===== config.mk =====
export PLATFORM = sky130hd
export DESIGN_NAME = pcm_stereo_mixer
export DESIGN_NICKNAME = d
export VERILOG_FILES = /design/src/rtl/pcm_stereo_mixer.sv
export SDC_FILE = /design/constraint.sdc
export NUM_CORES = 1
export LEC_CHECK = 0
export ABC_AREA = 1
export BUFFER_PORTS_ARGS = -buffer_cell sky130_fd_sc_hd__buf_2
export CAP_MARGIN = 5
export CORE_MARGIN = 4
export CORE_UTILIZATION = 50
export CTS_BUF_LIST = sky130_fd_sc_hd__clkbuf_8
export DETAILED_ROUTE_END_ITERATION = 8
export PLACE_DENSITY = 0.73
export SYNTH_ARGS = -nofsm -noshare
export SYNTH_HDL_FRONTEND = slang
export SYNTH_SLANG_ARGS = --single-unit

===== constraint.sdc =====
create_clock -name clk -period 24.4 [get_ports clk]
set_input_delay 1.22 -clock clk [delete_from_list [all_inputs] [get_ports clk]]
set_output_delay 1.22 -clock clk [all_outputs]
set_load 0.02 [all_outputs]

===== src/rtl/pcm_stereo_mixer.sv =====
module pcm_stereo_mixer #(
  parameter int OUT_W = 16
) (
  input  logic             clk,
  input  logic             rst_n,
  input  logic             smp_valid,
  input  logic [7:0]       smp_byte,
  input  logic [7:0]       env_level,
  input  logic [7:0]       pan_gain,
  input  logic             frame_done,
  input  logic             mix_clear,
  output logic [OUT_W-1:0] out_left,
  output logic [OUT_W-1:0] out_right,
  output logic             out_valid
);
  localparam int PROD_W = OUT_W + 7;
  localparam logic signed [PROD_W-1:0] SAT_HI = PROD_W'((64'd1 << (OUT_W-1)) - 64'd1);
  localparam logic signed [PROD_W-1:0] SAT_LO = -SAT_HI - PROD_W'(1);

  logic signed [OUT_W-1:0] acc_l, acc_r;

  logic [PROD_W-1:0] mag_ext;
  logic signed [PROD_W-1:0] sval, env_ext, gl_ext, gr_ext, env_val;
  logic signed [PROD_W-1:0] share_l, share_r, sum_l, sum_r;
  logic signed [OUT_W-1:0]  sat_l, sat_r, pair_l, pair_r;

  assign mag_ext = {{(PROD_W-7){1'b0}}, smp_byte[6:0]};
  assign sval    = smp_byte[7] ? $signed(mag_ext) : -$signed(mag_ext);
  assign env_ext = $signed({{(PROD_W-8){1'b0}}, env_level});
  assign gl_ext  = $signed({{(PROD_W-4){1'b0}}, pan_gain[7:4]});
  assign gr_ext  = $signed({{(PROD_W-4){1'b0}}, pan_gain[3:0]});
  assign env_val = sval * env_ext;
  assign share_l = (env_val * gl_ext) >>> 5;
  assign share_r = (env_val * gr_ext) >>> 5;

  assign sum_l = $signed({{(PROD_W-OUT_W){acc_l[OUT_W-1]}}, acc_l}) + (smp_valid ? share_l : '0);
  assign sum_r = $signed({{(PROD_W-OUT_W){acc_r[OUT_W-1]}}, acc_r}) + (smp_valid ? share_r : '0);

  function automatic logic signed [OUT_W-1:0] clamp(input logic signed [PROD_W-1:0] v);
    if (v > SAT_HI)      return SAT_HI[OUT_W-1:0];
    else if (v < SAT_LO) return SAT_LO[OUT_W-1:0];
    else                 return v[OUT_W-1:0];
  endfunction

  assign sat_l  = clamp(sum_l);
  assign sat_r  = clamp(sum_r);
  assign pair_l = mix_clear ? '0 : sat_l;
  assign pair_r = mix_clear ? '0 : sat_r;

  always_ff @(posedge clk) begin
    if (!rst_n) begin
      acc_l     <= '0;
      acc_r     <= '0;
      out_left  <= '0;
      out_right <= '0;
      out_valid <= 1'b0;
    end else begin
      out_valid <= frame_done;
      if (frame_done) begin
        out_left  <= pair_l;
        out_right <= pair_r;
      end
      if (mix_clear || frame_done) begin
        acc_l <= '0;
        acc_r <= '0;
      end else begin
        acc_l <= sat_l;
        acc_r <= sat_r;
      end
    end
  end

  assert_strobe_follows_R5: assert property (@(posedge clk) disable iff (!rst_n)
    frame_done |=> out_valid);
  assert_strobe_only_after_R5: assert property (@(posedge clk) disable iff (!rst_n)
    !frame_done |=> !out_valid);
  assert_restart_zero_R6: assert property (@(posedge clk) disable iff (!rst_n)
    frame_done |=> (acc_l == '0 && acc_r == '0));
  assert_clear_zero_R7: assert property (@(posedge clk) disable iff (!rst_n)
    mix_clear |=> (acc_l == '0 && acc_r == '0));
  assert_hold_output_R9: assert property (@(posedge clk) disable iff (!rst_n)
    !frame_done |=> ($stable(out_left) && $stable(out_right)));
  assert_no_wrap_R4: assert property (@(posedge clk) disable iff (!rst_n)
    (smp_valid && !mix_clear && !frame_done && share_l >= 0 && acc_l >= 0) |=> acc_l >= 0);

  always_comb begin
    assert_share_range_R2: assert (share_l <= SAT_HI && share_l >= SAT_LO && share_r <= SAT_HI && share_r >= SAT_LO);
  end
endmodule


# ---- Word-level counts from Yosys, hierarchy flattened
# Index checks and enable logic that the tools add are counted.
dict set report op_classes {
  mul 3
  order_cmp 4
  bitwise 1
  n_reduce_logical 2
  n_div 0
  addsub 3
  eq_ne 0
  shift 0
  n_mux 9
}
# op n
set ops {}
lappend ops {{16-bit two-way mux} 6}
lappend ops {{23-bit two-way mux} 3}
lappend ops {{23-bit adder} 2}
lappend ops {{23-bit by 16-bit greater-than comparator with 1-bit output (second input constant)} 2}
lappend ops {{23-bit by 16-bit < comparator with 1-bit output (second input constant)} 2}
lappend ops {{23-bit by 5-bit multiplier with 23-bit output} 2}
lappend ops {{23-bit by 9-bit multiplier with 23-bit output} 1}
lappend ops {{7-bit negator with 23-bit output} 1}
lappend ops {{2-bit OR reduction} 1}
lappend ops {{1-bit logical OR} 1}
lappend ops {{1-bit NOT} 1}
dict set report totals {
  latchBits 0
  mem_bits_rw 0
  rom_bits 0
  memories 0
  register_bits 65
  input_bits 29
  out_inout_bits 33
}

# ---- Logic depth before layout (Yosys ltp)
# Gate-level depths: netlist of the first run.
dict set report logic_depth {
  depth_word 10
  mapped_depth 62
}

# ---- Worst setup path after synthesis of the first run
# Ideal clock, no wire load.
dict set report synth_path {
  path_type {input -> register}
  startpoint {input port smp_byte[0]}
  endpoint {register out_left[5]}
  arrival_time_ps 10465
  path_buffers 2
  slack_ps 13865
  required_time_ps 24330
  cell_stages 57
  path_cell_list {buf_4 > inv_1 > ha_1 > inv_1 > nor2_1 > inv_1 > nor4_1 > ha_1 > o21ai_0 > inv_1 > nand2_1 > fa_1 > inv_1 > fa_1 > fa_1 > inv_1 > fa_1 > inv_1 > (+21 left out) > nand2_1 > nand3_1 > nand2_1 > nor2_1 > ha_1 > nand2_1 > nand2_1 > a31oi_1 > o21ai_1 > nand2_1 > and2_4 > inv_1 > nand3_1 > nand2_1 > buf_4 > nand2_1 > nand2_1 > a21oi_2}
}
dict set report synth_between {
  elab_chain_cells 10
  elab_cells_between_ends 11
  cone_classes {add/sub: 2; mul: 2; order compare: 2; mux: 5}
}
# element line
set synth_rtl {}
lappend synth_rtl {{from (decl)} 7} ;# input logic [7:0] smp_byte,
lappend synth_rtl {{7-bit negator with 23-bit output} 28} ;# assign sval = smp_byte[7] ? $signed(mag_ext) : -$signed(mag_ext);
lappend synth_rtl {{23-bit two-way mux *} 28}
lappend synth_rtl {{23-bit by 9-bit multiplier with 23-bit output *} 32} ;# assign env_val = sval * env_ext;
lappend synth_rtl {{23-bit by 5-bit multiplier with 23-bit output *} 33} ;# assign share_l = (env_val * gl_ext) >>> 5;
lappend synth_rtl {{23-bit two-way mux *} 36} ;# assign sum_l = $signed({{(PROD_W-OUT_W){acc_l[OUT_W-1]}}, acc_l}) + (smp_valid ? share_l : '0);
lappend synth_rtl {{23-bit adder *} 36}
lappend synth_rtl {{23-bit by 16-bit < comparator with 1-bit output} 41} ;# else if (v < SAT_LO) return SAT_LO[OUT_W-1:0];
lappend synth_rtl {{16-bit two-way mux} 41}
lappend synth_rtl {{16-bit two-way mux *} 40} ;# if (v > SAT_HI) return SAT_HI[OUT_W-1:0];
lappend synth_rtl {{16-bit two-way mux *} 47} ;# assign pair_l = mix_clear ? '0 : sat_l;
lappend synth_rtl {{to (signal assigned)} 60} ;# out_left <= pair_l;
lappend synth_rtl {{to (decl)} 12} ;# output logic [OUT_W-1:0] out_left,
# Every way passes the cells marked *; elsewhere a longest branch is shown, timed or not.
# A chain may end at the register's enable or synchronous reset.

# ---- Final worst setup path of the first run
dict set report layout_path {
  startpoint {input port smp_byte[0]}
  endpoint {register out_left[3]}
}
# Same word-level chain as after synthesis.

==> results of run 1 <==
==> routing by layer <==
layer  vias to the layer above  routed length [µm]
li1                       6320                   -
met1                      6052               17200
met5                         -                   0
met2                       415               15600
met3                        36                2890
met4                         0                 466
==> area by class of cell <==
cell class | count | share of cell area (%)
repair buffers | 63 | 2.15
clock inverters | 4 | 0.151
multi-input cells | 1496 | 73.9
flip-flops and latches | 65 | 8.74
well taps | 378 | 3.18
clock buffers | 10 | 0.924
inverters | 433 | 10.9
==> kinds of logic after synthesis <==
kind of cell	Yosys count	share of synthesized area, %
xor+xnor	64	4.17
buf+inv	477	13.1
compound gates	289	11.7
flops	65	9.19
simple gates	809	23.3
fa+ha+maj	334	38.5
==> path summary, 6_finish.rpt <==
check	startpoint	endpoint
worst min-delay path	out_left[14]$_SDFFE_PN0P_	out_left[14]$_SDFFE_PN0P_
worst max-delay path	smp_byte[0]	out_left[3]$_SDFFE_PN0P_
worst max register to register	acc_l[0]$_SDFF_PP0_	out_left[3]$_SDFFE_PN0P_
worst min register to register	out_left[14]$_SDFFE_PN0P_	out_left[14]$_SDFFE_PN0P_
==> layout by cell type (no fill, tap or decap), types with 2 or more instances in the layout <==
master | Yosys | final
a21oi_2 | 23 | 23
nand3_1 | 53 | 53
nand3_2 | 3 | 3
or2_2 | 5 | 5
buf_4 | 5 | 2
dfxtp_1 | 65 | 65
nor2_1 | 265 | 264
nand2_1 | 411 | 411
a31oi_1 | 8 | 8
nor4_1 | 4 | 4
o21bai_1 | 9 | 9
inv_1 | 425 | 426
o21ai_4 | 2 | 2
o21ai_1 | 9 | 9
ha_1 | 164 | 164
o21a_1 | 3 | 3
o21ai_0 | 53 | 53
clkinv_2 | 0 | 2
a21oi_1 | 164 | 164
clkbuf_8 | 0 | 10
o31ai_1 | 2 | 2
xor2_1 | 37 | 37
nand4_1 | 9 | 9
a21boi_0 | 2 | 2
a21o_1 | 6 | 6
and3_1 | 2 | 2
clkinv_1 | 5 | 5
nand3b_1 | 2 | 2
nor3_1 | 16 | 16
xnor2_1 | 23 | 23
inv_2 | 3 | 3
xor2_2 | 4 | 4
fa_1 | 170 | 170
a211oi_1 | 2 | 2
buf_2 | 3 | 61
nand2_2 | 36 | 36
==> through the flow <==
step | util, % | std cells
detailed placement | 52.9 | 2435
floorplan | - | 2038
global placement | 52.9 | 2435
global route | 53.4 | 2449
finish | 53.4 | 2449
CTS | 53.4 | 2449
==> worst reg2reg max path: cells and delay by family, from the launching register on <==
kind	cells	cell delay (ns)
AND/OR/NAND/NOR	10	1.56
flip-flops	1	0.30
buffers and inverters	1	0.06
adder cells (fa/ha/maj)	2	0.69
AO/OA/AOI/OAI	3	0.50
==> state kept, by name, indices dropped and copies added, names as in the netlist <==
register,flops
acc_l,16
acc_r,16
out_left,16
out_right,16
out_valid,1
==> cell usage after synthesis (all sizes together) <==
cell | count | area share, %
a211oi | 2 | 0.11
a21boi | 2 | 0.11
a21o | 6 | 0.32
a21oi | 187 | 7.2
a221oi | 1 | 0.062
a31oi | 8 | 0.35
and2 | 1 | 0.062
and3 | 2 | 0.088
buf | 13 | 0.80
clkbuf | 31 | 0.82
clkinv | 5 | 0.13
dfxtp | 65 | 9.2
fa | 170 | 24
ha | 164 | 14
inv | 428 | 11
nand2 | 447 | 12
nand3 | 56 | 2.1
nand3b | 2 | 0.11
nand4 | 10 | 0.49
nor2 | 265 | 7.0
nor3 | 16 | 0.57
nor4 | 4 | 0.18
o2111ai | 1 | 0.062
o211ai | 1 | 0.088
o21a | 3 | 0.16
o21ai | 65 | 2.5
o21bai | 10 | 0.56
o221ai | 1 | 0.062
o31ai | 2 | 0.11
or2 | 6 | 0.27
xnor2 | 23 | 1.4
xor2 | 41 | 2.7
==> impl_metrics.yaml, run 1 <==
status:
  status: "completed"
layout:
  nets: 2431
  postLayoutCellArea_um2: 14900
  multi_input_area_um2: 11000
  diodes: 0
  seqCellArea_um2: 1300
  drive_above_1_share_pct: 7.63
  synthToLayoutAreaGrowth_pct: 5.13
  final.fill_count: 2736
critical_path:
  worst-path-max-fanout: 30
  cp-start-kind: "input pin"
  critPathMaxStageDelay_ns: 0.70
  r2r_cells: 16
  critPathKind: "input pin to register"
  crit_family: "adder cells"
  cp_data_arrival_time_ns: 12.47
  crit_path_frequent_cell: "nand2_1"
  crit_path_end_kind: "register"
  crit_required_ns: 24.68
  crit_cells: 56
  path_buf_inv: 12
  cp_slowest_cell: "xnor2_1"
  rrSetupSlack_ns: 21.22
grt:
  grt_max_degree: 34
  grt_overflow: 0
  met2_usage_pct: 36.8
  grt_pass1_vias: 12800
  grt_antenna_before_repair: 0
  grt_pass1_wl_um: 61700
  grt_usage_pct: 24.0
  grt_use_met1_pct: 35.8
  busiest_layer: "met2"
  grt_util_met3_pct: 4.50
route:
  vias: 12800
  ant_nets: 0
  viasPerCell: 5.24
  first_pass_iters: 8
  drc_errors: 0
  drt-initial-drc-count: 864
  wl_um: 36200
  drt-wirelength-per-cell_um: 14.8
synthesis:
  synth_fp_nets: 2401
  netlist_instances: 2038
  ys_types: 46
  synth_area_um2: 14200
  ys_seq_area_share_pct: 9.19
  synth_warnings: 0
  ys_seq_elements: 65
  syn_area_per_cell_um2: 6.95
placement:
  placed_cell_area_um2: 14700
  place_congestion: 1.00
  pre_cts_ws_ns: 11.97
  hpwl_um: 30500
  portBuffers: 61
sta:
  tightest_slew_ns: 1.24
  timing.final.crit_share_pct: 50.0
  hold_viol: 0
  fin_skew_ns: 0.00655
  setup_tns_ns: 0
  slew_headroom_pct: 17.2
  setup_viol: 0
  holdWs_ns: 0.466
  max_freq_mhz: 82.0
  setup_slack_ns: 12.20
  rsz0062_at_grt: "no"
  period_needed_ns: 12.20
  finalMaxSlewViolations: 0
job:
  cap_violations: 0
worst_hold_path:
  holdPathStages: 2
  hp-class: "register to register"
cts:
  cts_tree: "done"
  ctsResizeCount: 0
  cts_root_buffer: "clkbuf_8"
  clkTransAtPathRegs_ns: 0.07
  clkLatencyLatePin_ns: 0.35
  cts_hold_buffers: 0
  max-clock-path-buffers: 2
  clock-sinks: 65
  numCtsBuffers: 9
  cts_setup_buffers: 0
  htreeDepth: 3
die:
  die_h_um: 176
  die_w_um: 176
  start_util_pct: 50.8
  ios: 62
  rows: 61
  core-area_um2: 27900
  die_area_um2: 31100
Power of run 1 is left out: the tool's default activity adds up to more than one toggle a clock period on the data nets, which glitch-free logic cannot reach.
==> inputs of run 2 (changes only) <==
PLACE_DENSITY = 0.75   (was 0.73)
clock period = 11.15 ns   (was 24.4 ns; I/O delays follow)
==> impl_metrics.yaml, run 2 (synthesis gave the netlist of run 1 again) <==
cts:
  clkTransAtPathRegs_ns: 0.07
  htreeDepth: 3
  cts_root_buffer: "clkbuf_8"
  cts_hold_buffers: 0
  clock-sinks: 65
  numCtsBuffers: 9
  clkLatencyLatePin_ns: 0.34
  cts_tree: "done"
  max-clock-path-buffers: 2
layout:
  final_common_cell: "inv_1"
  diodes: 0
  synthToLayoutAreaGrowth_pct: 6.56
  nets: 2445
  multi_input_area_um2: 11000
  seqCellArea_um2: 1300
  postLayoutCellArea_um2: 15100
  final_cell_mix: "inv_1, nand2_1, nor2_1"
  drive_above_1_share_pct: 8.58
  final.fill_count: 2704
route:
  viasPerCell: 5.19
  first_pass_iters: 7
  ant_nets: 0
  drt-wirelength-per-cell_um: 14.4
  vias: 12800
  wl_um: 35500
  drt-initial-drc-count: 1006
  drc_errors: 0
placement:
  placed_cell_area_um2: 14800
  place_congestion: 0.966
  portBuffers: 61
  hpwl_um: 30200
die:
  die_area_um2: 31100
  start_util_pct: 50.8
  core-area_um2: 27900
  ios: 62
  die_h_um: 176
  die_w_um: 176
  rows: 61
sta:
  slew_headroom_pct: 20.9
  max_freq_mhz: 95.8
  timing.final.crit_share_pct: 93.6
  period_needed_ns: 10.43
  setup_viol: 0
  finalMaxSlewViolations: 0
  fin_skew_ns: 0.00917
  tightest_slew_ns: 1.19
  hold_viol: 0
critical_path:
  crit_required_ns: 11.42
  crit_path_frequent_cell: "inv_1"
  critPathKind: "input pin to register"
  cp_slowest_cell: "fa_1"
  worst-path-max-fanout: 15
  startpoint: "smp_byte[0]"
  cp-start-kind: "input pin"
  cp_data_arrival_time_ns: 10.71
  critPathMaxStageDelay_ns: 0.54
  crit_path_end_kind: "register"
  path_buf_inv: 12
  r2r-start: "acc_l[0]$_SDFF_PP0_"
  crit_family: "adder cells"
status:
  status: "completed"
worst_hold_path:
  hp-class: "input pin to register"
  min-delay-start: "frame_done"
grt:
  grt_pass1_wl_um: 60600
  grt_overflow: 0
  grt_usage_pct: 23.3
  grt_antenna_before_repair: 1
  grt_pass1_vias: 12900
  grt_max_degree: 34
job:
  cap_violations: 0
run 2: cell types whose count changed in the layout (fill, tap and decap cells not counted), sizes merged:
cell,change
buf,+14
bufinv,+2
run 2: timing repair:
item | CTS | global route
setup endpoints to repair | 0 | 60
resized for setup | 0 | 6
endpoints found under the hold margin | 0 | 0
buffers inserted | 0 | 1
run 2: final cells by class:
cell class / instances / share of cell area [%]
clock buffers: 10 / 0.912
clock inverters: 6 / 0.547
inverters: 433 / 10.8
multi-input cells: 1496 / 73.1
flip-flops and latches: 65 / 8.62
well taps: 378 / 3.13
repair buffers: 77 / 2.90
run 2: worst reg2reg max path: cells and delay by family, from the launching register on:
| kind | cells | cell delay [ns] |
|---|---|---|
| AO/OA/AOI/OAI | 3 | 0.55 |
| adder cells (fa/ha/maj) | 2 | 0.68 |
| buffers and inverters | 2 | 0.28 |
| flip-flops | 1 | 0.30 |
| AND/OR/NAND/NOR | 10 | 0.91 |
run 2: per-stage QoR:
stage	hold WS (ns)	TNS, ns	cells	setup slack (ns)	util, %
after floorplan	0.541	0	2038	1.28	-
after global placement	0.455	0	2448	0.412	53.2
after detailed placement	0.457	0	2448	0.148	53.2
after CTS	0.401	0	2464	0.471	54.0
after global routing	0.444	-0.296	2465	-0.0394	54.2
final	0.428	0	2465	0.716	54.2
run 2: path summary, 6_finish.rpt:
| check | to | depth (start not counted) | slack (ns) |
|---|---|---|---|
| setup / recovery | out_left[7]$_SDFFE_PN0P_ | 52 | 0.72 |
| hold / removal | out_valid$_SDFF_PN0_ | 3 | 0.43 |
| setup reg to reg | out_left[7]$_SDFFE_PN0P_ | 17 | 8.34 |
| hold reg to reg | out_left[14]$_SDFFE_PN0P_ | 2 | 0.47 |
run 2: routing by layer:
layer  vias to the layer above  global-route usage (%)  wire length (µm)
met5                         -                       0                13
met4                         2                    4.42               518
met3                        49                    4.09              2560
met2                       404                    37.5             15700
met1                      6005                    33.5             16700
li1                       6343                       -                 -
Power of run 2 is left out for the same reason.
